**src/rtl/dterm_pkg.sv**
```systemverilog
// Shared types for the write-burst terminator.
package dterm_pkg;
    // Controller phases of one device-terminated write burst.
    typedef enum logic [2:0] {
        S_IDLE,
        S_XFER,
        S_PAUSE,
        S_DRAIN,
        S_WAIT_ACK,
        S_DONE
    } term_state_t;
endpackage

```
**src/rtl/dterm_sync.sv**
```systemverilog
// Multi-bit synchroniser with one extra history flop per bit.
// Assumes each input bit is an independent level; sync_o is the
// synchronised value, prev_o the value one cycle earlier, so edges
// are sync_o ^ prev_o. RST_VAL sets the idle level of each bit.
module dterm_sync #(
    parameter int          W       = 3,
    parameter int          STAGES  = 2,
    parameter logic [W-1:0] RST_VAL = '0
) (
    input  logic         clk,
    input  logic         rst_n,
    input  logic [W-1:0] async_i,
    output logic [W-1:0] sync_o,
    output logic [W-1:0] prev_o
);
    for (genvar b = 0; b < W; b++) begin : g_bit
        logic [STAGES:0] sh;
        // Shift the raw input through the synchroniser chain.
        always_ff @(posedge clk) begin
            if (!rst_n) sh <= {(STAGES+1){RST_VAL[b]}};
            else        sh <= {sh[STAGES-1:0], async_i[b]};
        end
        assign sync_o[b] = sh[STAGES-1];
        assign prev_o[b] = sh[STAGES];
    end
endmodule

```
**src/rtl/dterm_ctrl.sv**
```systemverilog
// Termination state machine. Accepts words on strobe edges, pauses on a
// stop request once a word has moved, admits a bounded number of
// trailing words, holds the DMA request for RP_CYC cycles, then waits
// for the host to release the acknowledge with STOP raised.
// Assumes synchronised inputs and RP_CYC >= 2.
module dterm_ctrl
    import dterm_pkg::*;
#(
    parameter int SR_CYC = 4,
    parameter int RP_CYC = 8
) (
    input  logic clk,
    input  logic rst_n,
    input  logic stb_edge,
    input  logic stop_s,
    input  logic ack_s,
    input  logic ack_rise,
    input  logic stop_req,
    output logic word_valid,
    output logic ready_n,
    output logic ready_oe,
    output logic dma_req,
    output logic capture,
    output logic burst_done
);
    localparam int SW = $clog2(SR_CYC + 1);
    localparam int CW = $clog2(RP_CYC + 1);

    term_state_t state, state_nx;
    logic          word_seen;
    logic [SW-1:0] since_edge;
    logic [CW-1:0] rp_cnt;
    logic [1:0]    trail_cnt;
    logic [1:0]    allow;
    logic          trailing;

    assign trailing   = (state == S_PAUSE) || (state == S_DRAIN);
    assign word_valid = stb_edge && ((state == S_XFER) || (trailing && trail_cnt < allow));
    assign capture    = (state == S_WAIT_ACK) && ack_rise && stop_s;
    assign ready_oe   = (state != S_IDLE) && (state != S_DONE);
    assign ready_n    = (state != S_XFER);
    assign dma_req    = (state == S_IDLE) || (state == S_XFER) || trailing;
    assign burst_done = (state == S_DONE);

    // Next-state selection for the burst phases.
    always_comb begin
        state_nx = state;
        case (state)
            S_IDLE:     if (!ack_s) state_nx = S_XFER;
            S_XFER:     if (stop_req && (word_seen || stb_edge)) state_nx = S_PAUSE;
            S_PAUSE:    state_nx = S_DRAIN;
            S_DRAIN:    if (rp_cnt >= CW'(RP_CYC - 1)) state_nx = S_WAIT_ACK;
            S_WAIT_ACK: if (capture) state_nx = S_DONE;
            default:    state_nx = S_IDLE;
        endcase
    end

    // State register.
    always_ff @(posedge clk) begin
        if (!rst_n) state <= S_IDLE;
        else        state <= state_nx;
    end

    // Cycles since the last strobe edge, saturating at SR_CYC.
    always_ff @(posedge clk) begin
        if (!rst_n)                      since_edge <= SW'(SR_CYC);
        else if (stb_edge)               since_edge <= '0;
        else if (since_edge < SW'(SR_CYC)) since_edge <= since_edge + 1'b1;
    end

    // Word-seen flag, trailing allowance, trailing count and pause timer.
    always_ff @(posedge clk) begin
        if (!rst_n) begin
            word_seen <= 1'b0;
            rp_cnt    <= '0;
            trail_cnt <= '0;
            allow     <= 2'd2;
        end else begin
            if (state == S_IDLE) word_seen <= 1'b0;
            if (state == S_XFER && word_valid) word_seen <= 1'b1;
            if (state == S_XFER && state_nx == S_PAUSE) begin
                allow     <= (stb_edge || since_edge < SW'(SR_CYC)) ? 2'd1 : 2'd2;
                trail_cnt <= '0;
                rp_cnt    <= '0;
            end else if (trailing) begin
                if (rp_cnt < CW'(RP_CYC)) rp_cnt <= rp_cnt + 1'b1;
                if (word_valid) trail_cnt <= trail_cnt + 1'b1;
            end
        end
    end

    // Checker counter: cycles with ready paused while the request is held.
    logic [CW:0] hi_cnt;
    always_ff @(posedge clk) begin
        if (!rst_n || state == S_XFER) hi_cnt <= '0;
        else if (ready_oe && ready_n && dma_req && hi_cnt < (CW+1)'(RP_CYC))
            hi_cnt <= hi_cnt + 1'b1;
    end

    // the pause only follows an accepted word.
    p_word_first_r3: assert property (@(posedge clk) disable iff (!rst_n)
        $rose(ready_n) |-> $past(word_seen || word_valid));
    // trailing words never exceed the allowance.
    p_trail_cap_r4: assert property (@(posedge clk) disable iff (!rst_n)
        trailing |-> trail_cnt <= allow);
    // request held for RP_CYC paused cycles before it drops.
    p_rp_hold_r5: assert property (@(posedge clk) disable iff (!rst_n)
        $fell(dma_req) |-> hi_cnt >= (CW+1)'(RP_CYC));
    // no words once the request is down inside a burst.
    p_quiet_r6: assert property (@(posedge clk) disable iff (!rst_n)
        (ready_oe && !dma_req) |-> !word_valid);
    // ready line released right after capture.
    p_release_r8: assert property (@(posedge clk) disable iff (!rst_n)
        capture |=> !ready_oe);
endmodule

```
**src/rtl/dterm_crc.sv**
```systemverilog
// Host CRC capture and first-error record for one command.
// Latches the host CRC on each capture, compares it with the device CRC
// and keeps only the first miscompare until cmd_start. A capture in the
// same cycle as cmd_start belongs to the new command.
module dterm_crc #(
    parameter int DW = 16
) (
    input  logic          clk,
    input  logic          rst_n,
    input  logic          cmd_start,
    input  logic          capture,
    input  logic [DW-1:0] host_data,
    input  logic [DW-1:0] dev_crc,
    output logic [DW-1:0] host_crc,
    output logic          crc_err,
    output logic [DW-1:0] first_bad
);
    logic mismatch;
    assign mismatch = capture && (host_data != dev_crc);

    // Latch the host's CRC word on capture.
    always_ff @(posedge clk) begin
        if (!rst_n)       host_crc <= '0;
        else if (capture) host_crc <= host_data;
    end

    // Sticky first-error record, cleared by a command start.
    always_ff @(posedge clk) begin
        if (!rst_n) begin
            crc_err   <= 1'b0;
            first_bad <= '0;
        end else if (cmd_start) begin
            crc_err   <= mismatch;
            first_bad <= mismatch ? host_data : '0;
        end else if (mismatch && !crc_err) begin
            crc_err   <= 1'b1;
            first_bad <= host_data;
        end
    end

    // captured word equals the bus value at capture.
    p_latch_r7: assert property (@(posedge clk) disable iff (!rst_n)
        capture |=> host_crc == $past(host_data));
    // first error is kept until a new command.
    p_keep_first_r9: assert property (@(posedge clk) disable iff (!rst_n)
        (crc_err && !cmd_start) |=> (crc_err && $stable(first_bad)));
endmodule

```
**src/rtl/dout_burst_term.sv**
```systemverilog
// Top of the device-side write-burst terminator. Synchronises the host
// strobe, STOP and acknowledge, runs the termination controller and the
// CRC check. Assumes host_data is stable around the acknowledge release.
module dout_burst_term #(
    parameter int DW     = 16,
    parameter int SR_CYC = 4,
    parameter int RP_CYC = 8,
    parameter int STAGES = 2
) (
    input  logic          clk,
    input  logic          rst_n,
    input  logic          cmd_start,
    input  logic          stop_req,
    input  logic [DW-1:0] dev_crc,
    input  logic          host_strobe,
    input  logic          host_stop,
    input  logic          host_ack_n,
    input  logic [DW-1:0] host_data,
    output logic          ready_n,
    output logic          ready_oe,
    output logic          dma_req,
    output logic          word_valid,
    output logic [DW-1:0] host_crc,
    output logic          burst_done,
    output logic          crc_err,
    output logic [DW-1:0] first_bad_crc
);
    localparam int BIT_STB = 0;
    localparam int BIT_STP = 1;
    localparam int BIT_ACK = 2;

    logic [2:0] sync_v, prev_v;
    logic       capture;

    dterm_sync #(.W(3), .STAGES(STAGES), .RST_VAL(3'b100)) u_sync (
        .clk     (clk),
        .rst_n   (rst_n),
        .async_i ({host_ack_n, host_stop, host_strobe}),
        .sync_o  (sync_v),
        .prev_o  (prev_v)
    );

    dterm_ctrl #(.SR_CYC(SR_CYC), .RP_CYC(RP_CYC)) u_ctrl (
        .clk        (clk),
        .rst_n      (rst_n),
        .stb_edge   (sync_v[BIT_STB] ^ prev_v[BIT_STB]),
        .stop_s     (sync_v[BIT_STP]),
        .ack_s      (sync_v[BIT_ACK]),
        .ack_rise   (sync_v[BIT_ACK] & ~prev_v[BIT_ACK]),
        .stop_req   (stop_req),
        .word_valid (word_valid),
        .ready_n    (ready_n),
        .ready_oe   (ready_oe),
        .dma_req    (dma_req),
        .capture    (capture),
        .burst_done (burst_done)
    );

    dterm_crc #(.DW(DW)) u_crc (
        .clk       (clk),
        .rst_n     (rst_n),
        .cmd_start (cmd_start),
        .capture   (capture),
        .host_data (host_data),
        .dev_crc   (dev_crc),
        .host_crc  (host_crc),
        .crc_err   (crc_err),
        .first_bad (first_bad_crc)
    );

    // done pulse lasts a single cycle.
    p_done_pulse_r7: assert property (@(posedge clk) disable iff (!rst_n)
        burst_done |=> !burst_done);
endmodule

```
**config.mk**
```make
export PLATFORM = sky130hd
export DESIGN_NAME = dout_burst_term
export DESIGN_NICKNAME = d
export VERILOG_FILES = /design/src/rtl/dterm_pkg.sv /design/src/rtl/dterm_sync.sv /design/src/rtl/dterm_ctrl.sv /design/src/rtl/dterm_crc.sv /design/src/rtl/dout_burst_term.sv
export SDC_FILE = /design/constraint.sdc
export NUM_CORES = 1
export LEC_CHECK = 0
export ABC_AREA = 0
export BUFFER_PORTS_ARGS = -buffer_cell sky130_fd_sc_hd__buf_2
export CAP_MARGIN = 20
export CORE_ASPECT_RATIO = 1.4
export CORE_MARGIN = 2
export CORE_UTILIZATION = 45
export DETAILED_ROUTE_END_ITERATION = 12
export GPL_ROUTABILITY_DRIVEN = 0
export HOLD_SLACK_MARGIN = 0.06
export PLACE_DENSITY_LB_ADDON = 0.05
export SLEW_MARGIN = 20
export SYNTH_ARGS = -nofsm -noshare
export SYNTH_HDL_FRONTEND = slang
export SYNTH_SLANG_ARGS = --single-unit
```
**constraint.sdc**
```tcl
create_clock -name clk -period 1.8 [get_ports clk]
set_input_delay 0.36 -clock clk [delete_from_list [all_inputs] [get_ports clk]]
set_output_delay 0.36 -clock clk [all_outputs]
set_load 0.01 [all_outputs]
```
# Word-level counts from Yosys, hierarchy flattened
# Index checks and enable logic that the tools add are counted.
op_classes:
  add_sub_neg: 3
  multipliers: 0
  div: 0
  magnitude_cmp: 4
  eq_ne: 9
  shift: 0
  mux: 15
  bitwise: 4
  n_reduce_logical: 26
op_table:
  columns: ["cell", "count"]
  rows:
  - ["$mux W16", 3]
  - ["$mux W3", 6]
  - ["$ne A16 B16 Y1", 1]
  - ["$pmux W3 S5", 1]
  - ["$logic_and A1 B1 Y1", 10]
  - ["$eq A3 B2 Y1 const B", 3]
  - ["$eq A3 B3 Y1 const B", 2]
  - ["$logic_or A1 B1 Y1", 6]
  - ["$reduce_bool A2 Y1", 3]
  - ["$add A4 B1 Y4 const B", 1]
  - ["$ge A4 B3 Y1 const B", 1]
  - ["$lt A4 B4 Y1 const B", 1]
  - ["$mux W1", 4]
  - ["$reduce_and A2 Y1", 2]
  - ["$reduce_or A2 Y1", 2]
  - ["$add A3 B1 Y3 const B", 1]
  - ["$eq A3 B1 Y1 const B", 1]
  - ["$logic_not A3 Y1", 1]
  - ["$lt A3 B3 Y1 const B", 1]
  - ["$ne A3 B1 Y1 const B", 1]
  - ["$ne A3 B3 Y1 const B", 1]
  - ["$reduce_bool A3 Y1", 1]
  - ["$add A2 B1 Y2 const B", 1]
  - ["$lt A2 B2 Y1", 1]
  - ["5 further kinds", 6]
word_totals:
  regBits: 56
  latch_bits: 0
  ram_bits: 0
  mem_bits_ro: 0
  input_bits: 39
  word_cells: 74
  memories: 0

# Logic depth before layout (Yosys ltp)
# Gate-level depths: netlist (run 1).
logic_depth:
  word_depth: 9
  depth_mapped: 8
  mapped_depth_nobuf: 6

# Modules after synthesis
# Synthesis (run 1) repeated with hierarchy kept, for this count alone.
unflattened:
  hier_cells: 255
  area_unflattened_um2: 2536.2
by_module_without_submodules:
  columns: ["mod", "n_inst", "cells_per_inst", "area_each_um2"]
  rows:
  - ["dterm_crc", 1, 147, 1467.7]
  - ["dterm_ctrl", 1, 82, 772.0]
  - ["dterm_sync", 1, 24, 281.5]
  - ["dout_burst_term", 1, 2, 15.0]

# Worst setup path after synthesis (run 1)
# Ideal clock, no wire load.
synth_timing:
  path_kind: "register to register"
  startpoint: "reg u_ctrl.state[1]"
  endpoint: "reg u_crc.first_bad[0]"
  setup_time_ns: 0.119
  arrival_time_ns: 1.705
  required_time_ns: 1.681
  slack_ns: -0.024
  path_stages_with_launch: 9
  synth_period_minus_slack_ns: 1.824
  cell_sequence: "dfxtp_1 -> buf_2 -> nor4_2 -> nand3_1 -> buf_6 -> or3_1 -> buf_6 -> buf_8 -> mux2i_1"
synth_via:
  elab_chain_len: 6
  elab_cells_between_ends: 8
  classes_between: "1 x eq/ne; 2 x mux; 5 x reduce/logical"
synth_lines:
  columns: ["element", "line_no", "source"]
  rows:
  - ["start, declared", "dterm_ctrl.sv:29", "term_state_t state, state_nx;"]
  - ["start signal, assigned", "dterm_ctrl.sv:61", "else state <= state_nx;"]
  - ["$eq A3 B3 Y1 *", "dterm_ctrl.sv:39", "assign capture = (state == S_WAIT_ACK) && ack_rise && stop_s;"]
  - ["$logic_and A1 B1 Y1 * (2 in a row)", "dterm_ctrl.sv:39", null]
  - ["$logic_and A1 B1 Y1 *", "dterm_crc.sv:19", "assign mismatch = capture && (host_data != dev_crc);"]
  - ["$mux W16 / $logic_and A1 B1 Y1 (equally long branches)", "dterm_crc.sv:34, dterm_crc.sv:35", null]
  - ["$mux W16 / $reduce_bool A2 Y1 (equally long branches)", null, null]
  - ["end signal, assigned", "dterm_crc.sv:34", "first_bad <= mismatch ? host_data : '0;"]
  - ["end signal, assigned", "dterm_crc.sv:37", "first_bad <= host_data;"]
  - ["end, declared", "dterm_crc.sv:16", "output logic [DW-1:0] first_bad"]
# Every way passes the cells marked *; elsewhere a longest branch is shown, timed or not.
# A chain may end at the register's enable or synchronous reset.

# Worst setup path after layout (run 1)
layout_timing:
  startpoint: "reg u_ctrl.allow[1]"
  endpoint: "out word_valid"
layout_via:
  elab_chain_len: 4
layout_lines:
  columns: ["element", "line_no", "source"]
  rows:
  - ["start, declared", "dterm_ctrl.sv:34", "logic [1:0] allow;"]
  - ["start signal, assigned", "dterm_ctrl.sv:82", "allow <= (stb_edge || since_edge < SW'(SR_CYC)) ? 2'd1 : 2'd2;"]
  - ["$lt A2 B2 Y1", "dterm_ctrl.sv:38", "assign word_valid = stb_edge && ((state == S_XFER) || (trailing && trail_cnt < allow));"]
  - ["$logic_and A1 B1 Y1", "dterm_ctrl.sv:38", null]
  - ["$logic_or A1 B1 Y1", "dterm_ctrl.sv:38", null]
  - ["$logic_and A1 B1 Y1", "dterm_ctrl.sv:38", null]
  - ["end, declared", "dout_burst_term.sv:22", "output logic word_valid,"]
# No other way between the ends.

==> reports/results.ini, run 1 <==
[route]
remaining_drc_errors=0
drt_iter0_drc=73
antenna_left=0
routed_via_density=4.82
wl_per_cell_um=13.0
vias=1939
drt_first_pass_iters=4
wl_um=5220

[worst_hold_path]
worstHoldPathType=in2reg

[sta]
period_share=0.953
slew_headroom=0.763
hold_violations=0
finClkSkew_ps=5.37
fin_ws_ps=84.4
maxSlewViolCount=0
worstMarginPinSlew_ps=352
fmax_mhz=583
setup_viol=0
fin_crit_ps=1720

[global_route]
antenna_found_initial=0
grt_pass1_vias=1908
grt_max_degree=27
grt.total_usage=0.186
overflow=0
grt_pass1_wl_um=8600

[critical_path]
cp_slowest_cell=dfxtp_2
crit_fanout=2
start_kind=flop
crit_path_end_kind=primary output
crit_required_ps=1440
worstPathCellList=inv_1 > ha_1 > o21ai_1 > nand3_2 > o21ai_2 > buf_2
path_class=reg2out
critPathArrivalTime_ps=1360
slowest_delay_ps=340

[logic_synthesis]
synth_top_cell_by_area=dfxtp_1
syn-num-nets=293
synth_ff_type=dfxtp_1
syn_area_sq_mm=0.00238
synthCells=251
synthTopCellsByArea=dfxtp_1 (47%), mux2i_1 (14%), xnor2_1 (7.0%)
synth-edff-count=0
synth_area_per_cell_sq_um=9.49
ys_ff_latch=56
yosys.cell_count.top_type=dfxtp_1
ys_top_cells_by_count=dfxtp_1 (56), nand2_1 (42), mux2i_1 (33)
yosys.area.top_type_share=0.471
synth-seq-area-share=0.471
synth.distinct_cells=33
yosys_warnings=0
ys_async_sr_fraction=0

[place]
place_ws_ps=-114
hpwl_um=4040
port_buffers=76
dpl_cell_area_sq_mm=0.00286

[clock_network]
htreeDepth=2
clkLatencyLatePin_ps=300
root_buffer=clkbuf_8
cts_buffers=5
cts_tree=built
cts_buffer_depth=2
path_clk_slew_ps=100
clock_sinks=56

[power]
leakagePower_nw=1.55
power_density_mw_per_mm2=748
finalPower_mw=2.26
ir_drop_mv=0.514

[final_layout]
design_area_sq_mm=0.00302
drive_gt1_frac=0.315
antenna_cells=0
nNetsFinal=377
multi_input_area_sq_mm=0.00121
fillCellCount=479
final-seq-area_sq_mm=0.00112
utilization=0.585
syn_to_final_growth_pct=26.6

[floorplanning]
fp.coreArea_sq_mm=0.00516
ios=77
fp.dieArea_sq_mm=0.00590
start_util=0.462
fp.dieW_um=65.5
die_h_um=90.1
rows=31

[job]
max_cap_violations=0

[outcome]
outcome=complete, no violations

==> state kept, by name, indices dropped and copies added, names as in the netlist <==
name               flops
u_ctrl.state           3
u_ctrl.rp_cnt          4
u_crc.host_crc        16
u_ctrl.word_seen       1
u_ctrl.allow           2
u_ctrl.trail_cnt       2
u_sync.g_bit.sh        8
u_crc.first_bad       16
u_crc.crc_err          1
u_ctrl.since_edge      3
==> per-layer routing <==
| layer | vias to the layer above | global-route usage | wire, um |
|---|---|---|---|
| li1 | 985 | - | - |
| met4 | 0 | 0.0677 | 103 |
| met1 | 892 | 0.206 | 2150 |
| met2 | 54 | 0.337 | 2710 |
| met3 | 8 | 0.0413 | 260 |
| met5 | - | 0 | 0 |
==> power breakdown <==
part / switching, mW / internal (mW)
Sequential: 0.00924 / 1.25
Combinational: 0.0969 / 0.0951
Clock: 0.390 / 0.414
Total: 0.496 / 1.76
==> cells in the final DEF, fill, tap and decap left out, types with 3 or more instances in the layout <==
cell type,n
a21oi_1,5
and2_1,8
buf_2,76
buf_4,13
clkbuf_8,5
dfxtp_1,55
ha_1,3
inv_1,3
mux2i_1,33
nand2_1,41
nand2b_1,3
nand4_1,4
nor2_1,13
nor2b_1,18
o21ai_0,6
xnor2_1,19
==> layout make-up <==
class	instances	area share
Tap cell	66	0.0274
Clock buffer	6	0.0241
Clock inverter	2	0.0116
Inverter	4	0.00498
Timing Repair Buffer	89	0.159
Multi-Input combinational cell	179	0.401
Sequential cell	56	0.372
==> cell families after synthesis <==
family                     after synthesis  share of synthesized area
DFF                                     56                      0.471
buffers and inverters                   16                     0.0368
and+or+nand+nor                        101                      0.209
xor gates and xnor gates                22                     0.0809
muxes                                   33                      0.139
AOI/OAI and AO/OA                       20                     0.0488
adders and majority gates                3                     0.0158
==> metrics by stage <==
stage               hold WS (ps)  cells  TNS, ps
finish                       244    402        0
global placement             394    393     -148
detailed placement           400    393    -1510
CTS                          242    402        0
floorplan                    386    251        0
global route                 237    402    -2.19
==> worst paths after layout <==
check	from	to	slack (ps)	depth (start not counted)
worst max-delay path	u_ctrl.allow[1]	word_valid	80	6
worst min-delay path	host_ack_n	u_sync.g_bit[2].sh[0]	240	2
worst max register to register	u_ctrl.state[2]	u_crc.first_bad[9]	280	6
worst min register to register	u_sync.g_bit[2].sh[0]	u_sync.g_bit[2].sh[1]	430	1
==> worst max-delay path: cells and delay by family, from the launching register on <==
family                   cells  cell delay, ps
AO/OA/AOI/OAI                2             160
adder cells (fa/ha/maj)      1             270
buffers and inverters        2             170
flip-flops                   1             340
AND/OR/NAND/NOR              1             100
==> repair_timing <==
item / in CTS / in global routing
pin swaps: 1 / 0
hold endpoints to repair: 0 / 0
setup buffers: 1 / 0
endpoints found under the setup margin: 1 / 2
hold buffers: 0 / 0
gates resized for setup: 5 / 7
Power figures use the tool's default switching activity.
==> run 2, diff against run 1 <==
Settings changed: CORE_UTILIZATION 45 to 35, MAX_ROUTING_LAYER set to met4, SYNTH_HIERARCHICAL set to 1.
==> reports/results.ini, run 2 <==
[sta]
fin_ws_ps=58.1  ; was 84.4 ps
slew_headroom=0.733  ; was 0.763
tns_ps=0  ; unchanged
worstMarginPinSlew_ps=397  ; was 352 ps
setup_viol=0  ; unchanged
rsz0062_at_grt=yes
fmax_mhz=574  ; was 583 MHz
maxSlewViolCount=0  ; unchanged
period_share=0.968  ; was 0.953
fin_crit_ps=1740  ; was 1720 ps
finClkSkew_ps=9.31  ; was 5.37 ps
hold_violations=0  ; unchanged
whs_ps=229  ; was 244 ps

[final_layout]
syn_to_final_growth_pct=26.8  ; was 26.6%
nNetsFinal=377  ; unchanged
drive_gt1_frac=0.354  ; was 0.315
final_cell_mix=buf_2 (76), dfxtp_1 (52), mux2i_1 (34), nand2_1 (33)  ; was buf_2 (76), dfxtp_1 (55), nand2_1 (41), mux2i_1 (33), xnor2_1 (19)
final_common_cell=buf_2  ; unchanged
antenna_cells=0  ; unchanged
design_area_sq_mm=0.00317  ; was 0.00302 sq mm
instances_no_fill=431  ; was 402
utilization=0.458  ; was 0.585
reg_top3=u_crc/first_bad (16), u_crc/host_crc (16), u_sync/g_bit.sh (8)  ; was u_crc.first_bad (16), u_crc.host_crc (16), u_sync.g_bit.sh (8)

[floorplanning]
fp.coreArea_sq_mm=0.00694  ; was 0.00516 sq mm
die_h_um=104  ; was 90.1 um
start_util=0.361  ; was 0.462
fp.dieW_um=75.5  ; was 65.5 um
rows=36  ; was 31
fp.dieArea_sq_mm=0.00785  ; was 0.00590 sq mm
ios=77  ; unchanged

[power]
power_density_mw_per_mm2=687  ; was 748 mW/mm^2
finalPower_mw=2.18  ; was 2.26 mW
leakagePower_nw=1.33  ; was 1.55 nW
ir_drop_mv=0.421  ; was 0.514 mV

[global_route]
grt.total_usage=0.159  ; was 0.186
grt_pass1_wl_um=9260  ; was 8600 um
grt_pass1_vias=1933  ; was 1908
grt_max_degree=19  ; was 27
overflow=0  ; unchanged
antenna_found_initial=0  ; unchanged

[clock_network]
cts_tree=built  ; unchanged
clkLatencyLatePin_ps=310  ; was 300 ps
cts_buffer_depth=2  ; unchanged
hold_buffers=0  ; unchanged
clock_sinks=56  ; unchanged
htreeDepth=2  ; unchanged
cts_buffers=5  ; unchanged
root_buffer=clkbuf_8  ; unchanged
path_clk_slew_ps=110  ; was 100 ps

[logic_synthesis]
synth_area_per_cell_sq_um=9.93  ; was 9.49 sq um
syn-num-nets=294  ; was 293
synthCells=252  ; was 251
yosys_warnings=6  ; was 0
syn_area_sq_mm=0.00250  ; was 0.00238 sq mm

[critical_path]
crit_required_ps=1440  ; about the same
start_kind=flop  ; unchanged
crit_fanout=2  ; unchanged
critPathArrivalTime_ps=1380  ; was 1360 ps
r2r_slack_ps=160  ; was 280 ps
r2r_start=u_ctrl/state[1]  ; was u_ctrl.state[2]
rr_endpoint=u_crc/first_bad[8]  ; was u_crc.first_bad[9]
worstSetupEndpoint=word_valid  ; unchanged
crit_path_end_kind=primary output  ; unchanged
worstSetupStartpoint=u_sync/g_bit[0].sh[1]  ; was u_ctrl.allow[1]
reg2regPathDepth=7  ; was 6
path_class=reg2out  ; unchanged

[route]
routed_via_density=4.48  ; was 4.82
drt_first_pass_iters=4  ; unchanged
vias=1931  ; was 1939
top_layer=met4  ; unchanged
antenna_left=0  ; unchanged
drt_iter0_drc=44  ; was 73
remaining_drc_errors=0  ; unchanged
wl_um=5800  ; was 5220 um
wl_met3_um=244  ; was 260 um
dr_wl_met2_um=2940  ; was 2710 um
wl_per_cell_um=13.5  ; was 13.0 um
met1Wirelength_um=2530  ; was 2150 um

[place]
port_buffers=76  ; unchanged
hpwl_um=4480  ; was 4040 um
dpl_cell_area_sq_mm=0.00301  ; was 0.00286 sq mm
place_ws_ps=-122  ; was -114 ps
numPlacedInstances=421  ; was 393

[job]
max_cap_violations=0  ; unchanged

[worst_hold_path]
worstHoldPathType=in2reg  ; unchanged

[outcome]
outcome=complete, no violations  ; unchanged

-- run 2: how the worst min path moves through the flow --
| stage | endpoint | slack [ps] | start | cells past startpoint |
|---|---|---|---|---|
| after floorplan | u_sync/g_bit[2].sh[1] | 390 | u_sync/g_bit[2].sh[0] | 1 |
| after global placement | u_sync/g_bit[2].sh[1] | 400 | u_sync/g_bit[2].sh[0] | 1 |
| after detailed placement | u_sync/g_bit[2].sh[1] | 390 | u_sync/g_bit[2].sh[0] | 1 |
| after CTS | u_sync/g_bit[2].sh[0] | 220 | host_ack_n | 2 |
| after global routing | u_sync/g_bit[2].sh[0] | 210 | host_ack_n | 2 |
| final | u_sync/g_bit[2].sh[0] | 230 | host_ack_n | 2 |
-- run 2: critical path: stages, from the launching register on --
cell	delay (ps)
dfxtp_4	390
xor2_4	220
nand4bb_4	140
a21oi_2	120
a21o_1	90
buf_2	120
-- run 2: report_power, final --
part | internal, mW | switching [mW] | leakage (nW)
clock | 0.277 | 0.431 | 0.0404
sequential | 1.25 | 0.00915 | 0.454
combinational | 0.105 | 0.107 | 0.832
total | 1.63 | 0.548 | 1.33
-- run 2: timing repair --
action	4_1_cts	5_1_grt
setup endpoints to repair	1	1
pin swaps	2	2
setup buffers	2	0
gates resized for setup	5	7
-- run 2: cell type report --
type,count,area [sq um]
clock buffer,5,68.8
clock inverter,3,23.8
fill,769,3760
inverter,6,22.5
multi-input combinational,173,1280
sequential,56,1130
tap,95,119
timing repair buffer,93,524
-- run 2: per-layer routing --
layer	vias to the layer above	track usage
li1	994	-
met1	882	0.188
met2	48	0.266
met3	7	0.0291
met4	0	0.0489
met5	-	-
==> run 3, diff against run 2 <==
Settings changed: CAP_MARGIN 20 to 0.
Clock period 1.8 ns to 1.5 ns, I/O delays scaled along.
==> reports/results.ini, run 3 (synthesized netlist as in run 2, its figures left out) <==
[sta]
finClkSkew_ps=6.32  ; was 9.31 ps
maxSlewViolCount=0  ; unchanged
fin_crit_ps=1650
worstMarginPinSlew_ps=351  ; was 397 ps
period_share=1.10
fmax_mhz=606
slew_headroom=0.765  ; was 0.733
rsz0062_at_grt=yes  ; unchanged
fin_ws_ps=-151  ; was 58.1 ps
setup_viol=3  ; was 0
hold_violations=0  ; unchanged

[clock_network]
cts_tree=built  ; unchanged
root_buffer=clkbuf_8  ; unchanged
htreeDepth=2  ; unchanged
path_clk_slew_ps=100  ; was 110 ps
cts_buffer_depth=2  ; unchanged
cts_buffers=5  ; unchanged
clkLatencyLatePin_ps=300  ; was 310 ps
clock_sinks=56  ; unchanged

[final_layout]
drive_gt1_frac=0.424  ; was 0.354
utilization=0.506  ; was 0.458
nNetsFinal=404  ; was 377
antenna_cells=0  ; unchanged
final_common_cell=buf_2  ; unchanged
syn_to_final_growth_pct=40.4  ; was 26.8%
multi_input_area_sq_mm=0.00135  ; was 0.00128 sq mm
final-seq-area_sq_mm=0.00113  ; unchanged
design_area_sq_mm=0.00351  ; was 0.00317 sq mm
final_cell_mix=buf_2 (75), dfxtp_1 (50), mux2i_1 (34), buf_4 (33), nand2_1 (33)  ; was buf_2 (76), dfxtp_1 (52), mux2i_1 (34), nand2_1 (33)
reg_top3=u_crc/first_bad (16), u_crc/host_crc (16), u_sync/g_bit.sh (8)  ; unchanged
instances_no_fill=458  ; was 431
fillCellCount=715  ; was 769

[route]
routed_via_density=4.48  ; about the same
drt_first_pass_iters=4  ; unchanged
vias=2053  ; was 1931
wl_um=6240  ; was 5800 um
drt_iter0_drc=27  ; was 44
wl_per_cell_um=13.6  ; was 13.5 um
remaining_drc_errors=0  ; unchanged
antenna_left=0  ; unchanged

[power]
finalPower_mw=2.68  ; was 2.18 mW
swShare=0.235  ; was 0.251
pwr-share-seq=0.565  ; was 0.578
p_sw_uw=628  ; was 548 uW
clockPowerShare=0.316  ; was 0.325
power_density_mw_per_mm2=762  ; was 687 mW/mm^2
internal-power_mw=2.05  ; was 1.63 mW
p_comb_frac=0.119  ; was 0.097
leakagePower_nw=1.50  ; was 1.33 nW
ir_drop_mv=0.446  ; was 0.421 mV

[place]
dpl_cell_area_sq_mm=0.00310  ; was 0.00301 sq mm
place_ws_ps=-528  ; was -122 ps
numPlacedInstances=433  ; was 421
port_buffers=76  ; unchanged
hpwl_um=4480  ; about the same

[critical_path]
start_kind=flop  ; unchanged
crit_required_ps=1200  ; was 1440 ps
path_class=reg2out  ; unchanged
cp_slowest_cell=dfxtp_2  ; was dfxtp_4
slowest_delay_ps=330  ; was 390 ps
rr_endpoint=u_crc/first_bad[4]  ; was u_crc/first_bad[8]
crit_fanout=2  ; unchanged
reg2regPathDepth=7  ; unchanged
r2r_slack_ps=40  ; was 160 ps
r2r_start=u_ctrl/state[0]  ; was u_ctrl/state[1]
critPathArrivalTime_ps=1350  ; was 1380 ps
crit_path_end_kind=primary output  ; unchanged
worstPathCellList=inv_1 > ha_2 > nand4bb_4 > a21oi_2 > a21o_1 > buf_2  ; was xor2_4 > nand4bb_4 > a21oi_2 > a21o_1 > buf_2

[global_route]
overflow=0  ; unchanged
grt_max_degree=25  ; was 19
grt_pass1_vias=2000  ; was 1933
grt_pass1_wl_um=9340  ; was 9260 um
antenna_found_initial=0  ; unchanged
grt.total_usage=0.159  ; about the same

[worst_hold_path]
worstHoldPathType=in2reg  ; unchanged
hold_path_end=u_sync/g_bit[2].sh[0]  ; unchanged
hold_path_depth=2  ; unchanged
hold_start=host_ack_n  ; unchanged

[floorplanning]
fp.coreArea_sq_mm=0.00694  ; unchanged
ios=77  ; unchanged
start_util=0.361  ; unchanged
rows=36  ; unchanged
die_h_um=104  ; unchanged
fp.dieW_um=75.5  ; unchanged
fp.dieArea_sq_mm=0.00785  ; unchanged

[outcome]
violations=setup timing
outcome=finished with violations  ; was complete, no violations

[job]
max_cap_violations=0  ; unchanged

## run 3: cell count changes in the layout (fill, tap and decap cells not counted), moves of 2 or more
cell,before,now
xnor2_1,19,17
o41ai_2,2,0
dfxtp_1,52,50
o41ai_4,0,2
buf_6,1,7
buf_4,15,33
buf_8,0,2
xnor2_2,0,2
dfxtp_2,2,5
## run 3: timing repair
action / in CTS / in global routing
setup buffers: 7 / 9
cloned: 0 / 1
resized for setup: 19 / 16
hold endpoints to repair: 0 / 0
endpoints found under the setup margin: 18 / 46
hold buffers: 0 / 0
pin swaps: 3 / 6
## run 3: per-stage QoR
stage	TNS, ps	hold WS (ps)
3_3_place_gp	-7820	402
5_1_grt	-1110	160
3_5_place_dp	-8190	410
2_1_floorplan	-3100	373
6_report	-170	176
4_1_cts	-525	167
## run 3: how the worst max path moves through the flow
stage / startpoint / to / slack [ps] / cells after the start
after floorplan: u_ctrl/state[2] / u_crc/first_bad[10] / -190 / 10
after global placement: host_data[10] / u_crc/first_bad[9] / -490 / 6
after detailed placement: host_data[1] / u_crc/first_bad[10] / -530 / 6
after CTS: u_sync/g_bit[0].sh[1] / word_valid / -190 / 5
after global routing: u_ctrl/allow[1] / word_valid / -250 / 6
final: u_ctrl/allow[1] / word_valid / -150 / 6
## run 3: area by class of cell
type,count,area share
Multi-Input combinational cell,173,0.384
Sequential cell,56,0.322
Timing Repair Buffer,120,0.227
Tap cell,95,0.0338
Clock buffer,7,0.0246
Inverter,6,0.00641
Clock inverter,1,0.00214
## run 3: power by group through the flow
stage	sequential [mW]	clock, mW	combinational, mW
after floorplan	1.54	0	0.134
final	1.51	0.845	0.319
after detailed placement	1.55	0	0.284
after global routing	1.52	0.936	0.350
after CTS	1.51	0.891	0.309
after global placement	1.55	0	0.284
## run 3: routing by layer
metal	GRT usage	up-vias	wire, um
met2	0.274	48	3350
met3	0.0271	5	221
li1	-	1058	-
met4	0.0414	0	67
met5	-	-	0
met1	0.186	942	2610
## run 3: critical path: cells and delay by family, from the launching register on
family                   cells  cell delay, ps
flip-flops                   1             330
AND/OR/NAND/NOR              1             190
AO/OA/AOI/OAI                2             200
buffers and inverters        2             160
adder cells (fa/ha/maj)      1             170
